`src/rtl/ctl_pkg.sv`:
```
package ctl_pkg;

    parameter int OP_W    = 6;
    parameter int FN_W    = 6;
    parameter int ALUFN_W = 5;
    parameter int SEL_W   = 2;

    // major opcodes
    localparam logic [OP_W-1:0] OPC_REG      = 6'b000000;
    localparam logic [OP_W-1:0] OPC_JMP      = 6'b000010;
    localparam logic [OP_W-1:0] OPC_JMP_LINK = 6'b000011;
    localparam logic [OP_W-1:0] OPC_BR_EQ    = 6'b000100;
    localparam logic [OP_W-1:0] OPC_BR_NE    = 6'b000101;
    localparam logic [OP_W-1:0] OPC_ADD_I    = 6'b001000;
    localparam logic [OP_W-1:0] OPC_ADDU_I   = 6'b001001;
    localparam logic [OP_W-1:0] OPC_LT_I     = 6'b001010;
    localparam logic [OP_W-1:0] OPC_LTU_I    = 6'b001011;
    localparam logic [OP_W-1:0] OPC_AND_I    = 6'b001100;
    localparam logic [OP_W-1:0] OPC_OR_I     = 6'b001101;
    localparam logic [OP_W-1:0] OPC_XOR_I    = 6'b001110;
    localparam logic [OP_W-1:0] OPC_UPPER    = 6'b001111;
    localparam logic [OP_W-1:0] OPC_LOAD     = 6'b100011;
    localparam logic [OP_W-1:0] OPC_STORE    = 6'b101011;

    // function codes under OPC_REG
    localparam logic [FN_W-1:0] FN_SHL_C  = 6'b000000;
    localparam logic [FN_W-1:0] FN_SHR_C  = 6'b000010;
    localparam logic [FN_W-1:0] FN_SHA_C  = 6'b000011;
    localparam logic [FN_W-1:0] FN_SHL_V  = 6'b000100;
    localparam logic [FN_W-1:0] FN_SHR_V  = 6'b000110;
    localparam logic [FN_W-1:0] FN_SHA_V  = 6'b000111;
    localparam logic [FN_W-1:0] FN_JREG   = 6'b001000;
    localparam logic [FN_W-1:0] FN_JREG_L = 6'b001001;
    localparam logic [FN_W-1:0] FN_ADD    = 6'b100000;
    localparam logic [FN_W-1:0] FN_ADDU   = 6'b100001;
    localparam logic [FN_W-1:0] FN_SUB    = 6'b100010;
    localparam logic [FN_W-1:0] FN_SUBU   = 6'b100011;
    localparam logic [FN_W-1:0] FN_AND    = 6'b100100;
    localparam logic [FN_W-1:0] FN_OR     = 6'b100101;
    localparam logic [FN_W-1:0] FN_XOR    = 6'b100110;
    localparam logic [FN_W-1:0] FN_NOR    = 6'b100111;
    localparam logic [FN_W-1:0] FN_LT     = 6'b101010;
    localparam logic [FN_W-1:0] FN_LTU    = 6'b101011;

    // select encodings
    localparam logic [SEL_W-1:0] PC_SEQ  = 2'd0;
    localparam logic [SEL_W-1:0] PC_BR   = 2'd1;
    localparam logic [SEL_W-1:0] PC_JMP  = 2'd2;
    localparam logic [SEL_W-1:0] PC_REG  = 2'd3;
    localparam logic [SEL_W-1:0] WA_RD   = 2'd0;
    localparam logic [SEL_W-1:0] WA_RT   = 2'd1;
    localparam logic [SEL_W-1:0] WA_LINK = 2'd2;
    localparam logic [SEL_W-1:0] WD_LINK = 2'd0;
    localparam logic [SEL_W-1:0] WD_ALU  = 2'd1;
    localparam logic [SEL_W-1:0] WD_MEM  = 2'd2;
    localparam logic [SEL_W-1:0] AS_REG  = 2'd0;
    localparam logic [SEL_W-1:0] AS_SHAMT = 2'd1;
    localparam logic [SEL_W-1:0] AS_K16  = 2'd2;

    // instruction classes
    typedef enum logic [3:0] {
        K_BAD,
        K_ALU_R,
        K_SHIFT_C,
        K_SHIFT_V,
        K_JREG,
        K_JREG_L,
        K_ALU_I,
        K_UPPER,
        K_LOAD,
        K_STORE,
        K_BR_EQ,
        K_BR_NE,
        K_JMP,
        K_JMP_L
    } kind_e;

    // abstract ALU operations, mapped to the structured code later
    typedef enum logic [3:0] {
        AO_ADD, AO_SUB, AO_LT, AO_LTU,
        AO_SHL, AO_SHR, AO_SHA,
        AO_AND, AO_OR, AO_XOR, AO_NOR,
        AO_NONE
    } aluop_e;

    typedef struct packed {
        logic [SEL_W-1:0]   pc_sel;
        logic [SEL_W-1:0]   wa_sel;
        logic [SEL_W-1:0]   wd_sel;
        logic [SEL_W-1:0]   a_sel;
        logic               b_sel;
        logic               sign_ext;
        logic [ALUFN_W-1:0] alu_fn;
        logic               rf_we;
        logic               mem_we;
        logic               bad_op;
    } ctl_t;

endpackage

```
`src/rtl/ctl_classify.sv`:
```
module ctl_classify
    import ctl_pkg::*;
(
    input  logic [OP_W-1:0] op,
    input  logic [FN_W-1:0] funct,
    output kind_e           kind,
    output aluop_e          aluop,
    output logic            sext
);

    kind_e  kind_d;
    aluop_e aluop_d;
    logic   sext_d;

    always_comb begin
        kind_d  = K_BAD;
        aluop_d = AO_NONE;
        sext_d  = 1'b0;
        unique case (op)
            OPC_REG: begin
                unique case (funct)
                    FN_ADD, FN_ADDU: begin kind_d = K_ALU_R;   aluop_d = AO_ADD; end
                    FN_SUB, FN_SUBU: begin kind_d = K_ALU_R;   aluop_d = AO_SUB; end
                    FN_AND:          begin kind_d = K_ALU_R;   aluop_d = AO_AND; end
                    FN_OR:           begin kind_d = K_ALU_R;   aluop_d = AO_OR;  end
                    FN_XOR:          begin kind_d = K_ALU_R;   aluop_d = AO_XOR; end
                    FN_NOR:          begin kind_d = K_ALU_R;   aluop_d = AO_NOR; end
                    FN_LT:           begin kind_d = K_ALU_R;   aluop_d = AO_LT;  end
                    FN_LTU:          begin kind_d = K_ALU_R;   aluop_d = AO_LTU; end
                    FN_SHL_C:        begin kind_d = K_SHIFT_C; aluop_d = AO_SHL; end
                    FN_SHR_C:        begin kind_d = K_SHIFT_C; aluop_d = AO_SHR; end
                    FN_SHA_C:        begin kind_d = K_SHIFT_C; aluop_d = AO_SHA; end
                    FN_SHL_V:        begin kind_d = K_SHIFT_V; aluop_d = AO_SHL; end
                    FN_SHR_V:        begin kind_d = K_SHIFT_V; aluop_d = AO_SHR; end
                    FN_SHA_V:        begin kind_d = K_SHIFT_V; aluop_d = AO_SHA; end
                    FN_JREG:         kind_d = K_JREG;
                    FN_JREG_L:       kind_d = K_JREG_L;
                    default:         kind_d = K_BAD;
                endcase
            end
            OPC_ADD_I, OPC_ADDU_I: begin kind_d = K_ALU_I; aluop_d = AO_ADD; sext_d = 1'b1; end
            OPC_LT_I:   begin kind_d = K_ALU_I; aluop_d = AO_LT;  sext_d = 1'b1; end
            OPC_LTU_I:  begin kind_d = K_ALU_I; aluop_d = AO_LTU; sext_d = 1'b1; end
            OPC_AND_I:  begin kind_d = K_ALU_I; aluop_d = AO_AND; end
            OPC_OR_I:   begin kind_d = K_ALU_I; aluop_d = AO_OR;  end
            OPC_XOR_I:  begin kind_d = K_ALU_I; aluop_d = AO_XOR; end
            OPC_UPPER:  begin kind_d = K_UPPER; aluop_d = AO_SHL; end
            OPC_LOAD:   begin kind_d = K_LOAD;  aluop_d = AO_ADD; sext_d = 1'b1; end
            OPC_STORE:  begin kind_d = K_STORE; aluop_d = AO_ADD; sext_d = 1'b1; end
            OPC_BR_EQ:  begin kind_d = K_BR_EQ; aluop_d = AO_SUB; sext_d = 1'b1; end
            OPC_BR_NE:  begin kind_d = K_BR_NE; aluop_d = AO_SUB; sext_d = 1'b1; end
            OPC_JMP:    kind_d = K_JMP;
            OPC_JMP_LINK: kind_d = K_JMP_L;
            default:    kind_d = K_BAD;
        endcase
    end

    assign kind  = kind_d;
    assign aluop = aluop_d;
    assign sext  = sext_d;

endmodule

```
`src/rtl/ctl_alu_enc.sv`:
```
module ctl_alu_enc
    import ctl_pkg::*;
(
    input  aluop_e             aluop,
    output logic [ALUFN_W-1:0] alu_fn
);

    // code layout {subtract, bool[1:0], shift, math}
    localparam int B_MATH = 0;
    localparam int B_SHFT = 1;
    localparam int B_BOOL = 2;
    localparam int B_SUB  = ALUFN_W - 1;

    logic       sub_d;
    logic [1:0] bool_d;
    logic       shft_d;
    logic       math_d;
    logic [ALUFN_W-1:0] fn_d;

    always_comb begin
        sub_d  = 1'b0;
        bool_d = 2'b00;
        shft_d = 1'b0;
        math_d = 1'b0;
        unique case (aluop)
            AO_ADD: math_d = 1'b1;
            AO_SUB: begin sub_d = 1'b1; math_d = 1'b1; end
            AO_LT:  begin sub_d = 1'b1; shft_d = 1'b1; math_d = 1'b1; end
            AO_LTU: begin sub_d = 1'b1; bool_d = 2'b01; shft_d = 1'b1; math_d = 1'b1; end
            AO_SHL: shft_d = 1'b1;
            AO_SHR: begin bool_d = 2'b10; shft_d = 1'b1; end
            AO_SHA: begin bool_d = 2'b11; shft_d = 1'b1; end
            AO_AND: bool_d = 2'b00;
            AO_OR:  bool_d = 2'b01;
            AO_XOR: bool_d = 2'b10;
            AO_NOR: bool_d = 2'b11;
            default: ;
        endcase
        fn_d                   = '0;
        fn_d[B_SUB]            = sub_d;
        fn_d[B_BOOL+1:B_BOOL]  = bool_d;
        fn_d[B_SHFT]           = shft_d;
        fn_d[B_MATH]           = math_d;
    end

    assign alu_fn = fn_d;

endmodule

```
`src/rtl/ctl_sel_gen.sv`:
```
module ctl_sel_gen
    import ctl_pkg::*;
(
    input  kind_e  kind,
    input  logic   sext,
    input  logic   zero,
    output ctl_t   sel
);

    ctl_t sel_d;
    logic take_d;

    always_comb begin
        take_d = (kind == K_BR_EQ) ? zero : !zero;
        sel_d  = '0;
        unique case (kind)
            K_ALU_R: begin
                sel_d.wa_sel = WA_RD;
                sel_d.wd_sel = WD_ALU;
                sel_d.rf_we  = 1'b1;
            end
            K_SHIFT_C: begin
                sel_d.wa_sel = WA_RD;
                sel_d.wd_sel = WD_ALU;
                sel_d.a_sel  = AS_SHAMT;
                sel_d.rf_we  = 1'b1;
            end
            K_SHIFT_V: begin
                sel_d.wa_sel = WA_RD;
                sel_d.wd_sel = WD_ALU;
                sel_d.a_sel  = AS_REG;
                sel_d.rf_we  = 1'b1;
            end
            K_JREG: sel_d.pc_sel = PC_REG;
            K_JREG_L: begin
                sel_d.pc_sel = PC_REG;
                sel_d.wa_sel = WA_RD;
                sel_d.wd_sel = WD_LINK;
                sel_d.rf_we  = 1'b1;
            end
            K_ALU_I: begin
                sel_d.wa_sel   = WA_RT;
                sel_d.wd_sel   = WD_ALU;
                sel_d.b_sel    = 1'b1;
                sel_d.sign_ext = sext;
                sel_d.rf_we    = 1'b1;
            end
            K_UPPER: begin
                sel_d.wa_sel = WA_RT;
                sel_d.wd_sel = WD_ALU;
                sel_d.a_sel  = AS_K16;
                sel_d.b_sel  = 1'b1;
                sel_d.rf_we  = 1'b1;
            end
            K_LOAD: begin
                sel_d.wa_sel   = WA_RT;
                sel_d.wd_sel   = WD_MEM;
                sel_d.b_sel    = 1'b1;
                sel_d.sign_ext = sext;
                sel_d.rf_we    = 1'b1;
            end
            K_STORE: begin
                sel_d.b_sel    = 1'b1;
                sel_d.sign_ext = sext;
                sel_d.mem_we   = 1'b1;
            end
            K_BR_EQ, K_BR_NE: begin
                sel_d.sign_ext = sext;
                sel_d.pc_sel   = take_d ? PC_BR : PC_SEQ;
            end
            K_JMP: sel_d.pc_sel = PC_JMP;
            K_JMP_L: begin
                sel_d.pc_sel = PC_JMP;
                sel_d.wa_sel = WA_LINK;
                sel_d.wd_sel = WD_LINK;
                sel_d.rf_we  = 1'b1;
            end
            default: sel_d.bad_op = 1'b1;
        endcase
    end

    assign sel = sel_d;

endmodule

```
`src/rtl/ctl_decoder.sv`:
```
module ctl_decoder
    import ctl_pkg::*;
(
    input  logic [OP_W-1:0]    op,
    input  logic [FN_W-1:0]    funct,
    input  logic               zero,
    output logic [SEL_W-1:0]   pc_sel,
    output logic [SEL_W-1:0]   wa_sel,
    output logic [SEL_W-1:0]   wd_sel,
    output logic [SEL_W-1:0]   a_sel,
    output logic               b_sel,
    output logic               sign_ext,
    output logic [ALUFN_W-1:0] alu_fn,
    output logic               rf_we,
    output logic               mem_we,
    output logic               bad_op
);

    kind_e              kind;
    aluop_e             aluop;
    logic               sext;
    logic [ALUFN_W-1:0] fn;
    ctl_t               sel;
    ctl_t               ctl_d;

    ctl_classify u_class (
        .op    (op),
        .funct (funct),
        .kind  (kind),
        .aluop (aluop),
        .sext  (sext)
    );

    ctl_alu_enc u_alu (
        .aluop  (aluop),
        .alu_fn (fn)
    );

    ctl_sel_gen u_sel (
        .kind (kind),
        .sext (sext),
        .zero (zero),
        .sel  (sel)
    );

    always_comb begin
        ctl_d        = sel;
        ctl_d.alu_fn = fn;
    end

    assign pc_sel   = ctl_d.pc_sel;
    assign wa_sel   = ctl_d.wa_sel;
    assign wd_sel   = ctl_d.wd_sel;
    assign a_sel    = ctl_d.a_sel;
    assign b_sel    = ctl_d.b_sel;
    assign sign_ext = ctl_d.sign_ext;
    assign alu_fn   = ctl_d.alu_fn;
    assign rf_we    = ctl_d.rf_we;
    assign mem_we   = ctl_d.mem_we;
    assign bad_op   = ctl_d.bad_op;

endmodule

```
`config.mk`:
```
export PLATFORM = sky130hd
export DESIGN_NAME = ctl_decoder
export DESIGN_NICKNAME = d
export VERILOG_FILES = /design/src/rtl/ctl_pkg.sv /design/src/rtl/ctl_classify.sv /design/src/rtl/ctl_alu_enc.sv /design/src/rtl/ctl_sel_gen.sv /design/src/rtl/ctl_decoder.sv
export SDC_FILE = /design/constraint.sdc
export NUM_CORES = 1
export LEC_CHECK = 0
export BUFFER_PORTS_ARGS = -buffer_cell sky130_fd_sc_hd__buf_4
export CAP_MARGIN = 20
export CORE_MARGIN = 10
export CORE_UTILIZATION = 48
export DETAILED_ROUTE_END_ITERATION = 16
export PLACE_DENSITY = 0.8
export SETUP_SLACK_MARGIN = 0.4
export SYNTH_ARGS = -nofsm -noshare
export SYNTH_HDL_FRONTEND = slang
export SYNTH_HIERARCHICAL = 1
export SYNTH_SLANG_ARGS = --single-unit
```
`constraint.sdc`:
```
create_clock -name vclk -period 1.6
set_input_delay 0.08 -clock vclk [all_inputs]
set_output_delay 0.08 -clock vclk [all_outputs]
set_load 0.02 [all_outputs]
```
==> results.py, run 1 <==
metrics = {
    "floorplan": {
        "die-width_microns": 61.70,
        "die_h_microns": 61.70,
        "start_util_pct": 49.41,
        "io_pins": 31,
        "rows": 15,
    },
    "outcome": {
        "haltStage": "clock tree synthesis (4_1_cts)",
        "run_status": "did not finish",
        "error": "[ERROR DPL-0038] Utilization greater than 100%, impossible to legalize",
    },
    "clocking": {
        "post_cts_resized": 56,
        "cts_post_setup_buffers_inserted": 9,
        "cts_hold_buf": 0,
    },
    "yosys": {
        "yosys_warnings": 6,
        "netlist_area_sq_um": 834.6,
        "synth.net_count": 143,
        "syn_inst": 130,
        "postSynthAreaPerCell_sq_um": 6.420,
    },
    "placement": {
        "dp_hpwl_mm": 2.865,
        "placed_area_sq_um": 1490,
        "routabilityCongestion": 0.9848,
        "port_buffers": 31,
    },
}
stage by stage:
stage	worst slack (ns)	hold slack [ns]	setup TNS, ns	instances	utilization (%)
2_1_floorplan	-0.09438	0.3641	-0.3344	130	-
3_3_place_gp	-0.3386	0.5812	-3.690	208	88.22
3_5_place_dp	-0.3730	0.5870	-4.357	208	88.22
==> run 2, diff against run 1 <==
--- a/config.mk
+++ b/config.mk
@@ -7,11 +7,10 @@
 export LEC_CHECK = 0
 export BUFFER_PORTS_ARGS = -buffer_cell sky130_fd_sc_hd__buf_4
 export CAP_MARGIN = 20
-export CORE_MARGIN = 10
-export CORE_UTILIZATION = 48
+export CORE_AREA = 10 10 71 73
 export DETAILED_ROUTE_END_ITERATION = 16
-export PLACE_DENSITY = 0.8
-export SETUP_SLACK_MARGIN = 0.4
+export DIE_AREA = 0 0 81 83
+export PLACE_DENSITY_LB_ADDON = 0.15
 export SYNTH_ARGS = -nofsm -noshare
 export SYNTH_HDL_FRONTEND = slang
 export SYNTH_HIERARCHICAL = 1
==> constraint.sdc (replaced) <==
create_clock -name vclk -period 2.1
set_input_delay 0.105 -clock vclk [all_inputs]
set_output_delay 0.105 -clock vclk [all_outputs]
set_load 0.02 [all_outputs]
==> run 2 against run 1 <==
The run now ends clean. Synthesized cell count stayed put. Area after synthesis stayed put.
==> results.py, run 2 <==
metrics = {
    "timing": {
        "worst_pin_slew_ns": 0.3900,
        "fin_crit_ns": 1.977,
        "slew_headroom_pct": 73.66,
        "holdWs_ns": 0.6062,
        "max_freq_mhz": 505.8,
        "slew_viol_final": 0,
        "hold_viol": 0,
        "setup_viol": 0,
        "timing.final.crit_share_pct": 94.14,
    },
    "route": {
        "drt.antenna.violating_nets": 0,
        "drc": 0,
        "routed_wl_mm": 2.615,
        "vias": 1007,
        "drtPass1Iterations": 4,
        "via_per_inst": 4.961,
        "wl_per_cell_microns": 12.88,
        "drtIter0Drc": 14,
    },
    "final_layout": {
        "final_nets": 170,
        "drive_above_1_share_pct": 34.19,
        "layout.cells.non_filler": 203,
        "syn_to_final_growth_pct": 34.18,
        "multi_input_area_sq_um": 733.2,
        "n_fill_cell": 442,
        "layout.cells.most_common": "buf_4",
        "post-route-util_pct": 30.82,
        "layout.area.seq_sq_um": 0,
        "seq_cell_count": 0,
        "clkbuf_count": 0,
        "layout_common_cells": "38 x buf_4, 10 x nor2_1, 10 x nand2_1, 10 x a21oi_1",
        "n_antenna_cell": 0,
    },
    "critical_path": {
        "cp-start-kind": "input port",
        "crit_required_ns": 2.00,
        "worstSetupPathType": "in -> out",
        "end_kind": "output port",
        "crit_arrival_ns": 1.87,
        "cp-startpoint": "op[5]",
        "critPathMaxFanout": 12,
    },
    "floorplan": {
        "die_h_microns": 83,
        "io_pins": 31,
        "rows": 22,
        "start_util_pct": 22.97,
        "die_area_sq_um": 6723,
        "die-width_microns": 81,
        "coreArea_sq_um": 3633,
    },
    "global_routing": {
        "grt_pass1_vias": 968,
        "grt_pass1_wl_mm": 4.146,
        "gr-usage-all-layers_pct": 6.807,
        "grt_max_degree": 14,
        "grt_overflow": 0,
        "antenna_found_initial": 0,
    },
    "yosys": {
        "postSynthAreaPerCell_sq_um": 6.420,
        "yosys_warnings": 6,
        "syn_inst": 130,
        "synth.net_count": 143,
        "netlist_area_sq_um": 834.6,
    },
    "flow_run": {
        "drv_cap": 0,
    },
    "worst_hold_path": {
        "hold-path-endpoint": "pc_sel[0]",
        "holdPathStages": 4,
        "min-delay-start": "zero",
        "hp-class": "in -> out",
    },
    "placement": {
        "dp.cells": 202,
        "port_buffers": 31,
        "dp_hpwl_mm": 2.148,
        "routabilityCongestion": 0.8159,
    },
    "power": {
        "ir_worst_vdd_uv": 55.62,
        "power_density_nw_per_um2": 207.4,
        "leakage_nw": 0.4663,
    },
    "clocking": {
        "cts_hold_buf": 0,
    },
    "outcome": {
        "run_status": "complete, no violations",
    },
}
==> run 2: layer usage <==
layer | share of wire [%] | GRT usage (%) | wire (microns) | vias to the layer above
met5 | 0 | 0 | 0 | -
met4 | 0.96 | 1.095 | 25 | 0
met3 | 9.2 | 1.940 | 240 | 4
met2 | 46 | 11.74 | 1210 | 32
met1 | 43 | 8.105 | 1137 | 453
li1 | - | - | - | 518
==> run 2: timing repair <==
item / in CTS / in global routing
setup buffers: 0 / 0
setup endpoints to repair: 0 / 2
resized for setup: 0 / 6
==> run 2: power breakdown <==
part / leakage [nW] / internal, mW / switching (mW)
logic: 0.466 / 0.103 / 0.129
clock network: 0 / 0 / 0
registers: 0 / 0 / 0
==> run 2: through the flow <==
step | setup slack [ns] | setup TNS [ns] | power, mW | instance area (sq um)
after floorplan | 0.04613 | 0 | 0.1542 | 834.6
after global placement | 0.1251 | 0 | 0.2246 | 1080
after detailed placement | 0.1200 | 0 | 0.2256 | 1080
after CTS | 0.1083 | 0 | 0.2265 | 1080
after global routing | -0.001976 | -0.001976 | 0.2564 | 1120
final | 0.1230 | 0 | 0.2322 | 1120
==> run 2: how the worst max path moves through the flow <==
stage                            to  slack (ns)  cells after the start
after global routing      pc_sel[0]      -0.002                     10
after CTS                 alu_fn[2]        0.11                      8
after global placement    pc_sel[0]        0.13                      8
after detailed placement  alu_fn[2]        0.12                      8
final                         rf_we        0.12                      9
after floorplan            a_sel[0]        0.05                      8
==> run 2: critical path: stages <==
cell and delay, ns:
buf_4 0.16, xor2_1 0.17, a21o_1 0.19, a21oi_2 0.17
o32ai_2 0.11, buf_4 0.17, or4b_4 0.53, o221ai_1 0.09
buf_4 0.18
==> run 2: cell type report <==
class / instances / area share, %
Inverter: 8 / 2.682
Multi-Input combinational cell: 108 / 65.48
Tap cell: 48 / 5.363
Timing Repair Buffer: 39 / 26.48
Power figures use the tool's default switching activity.
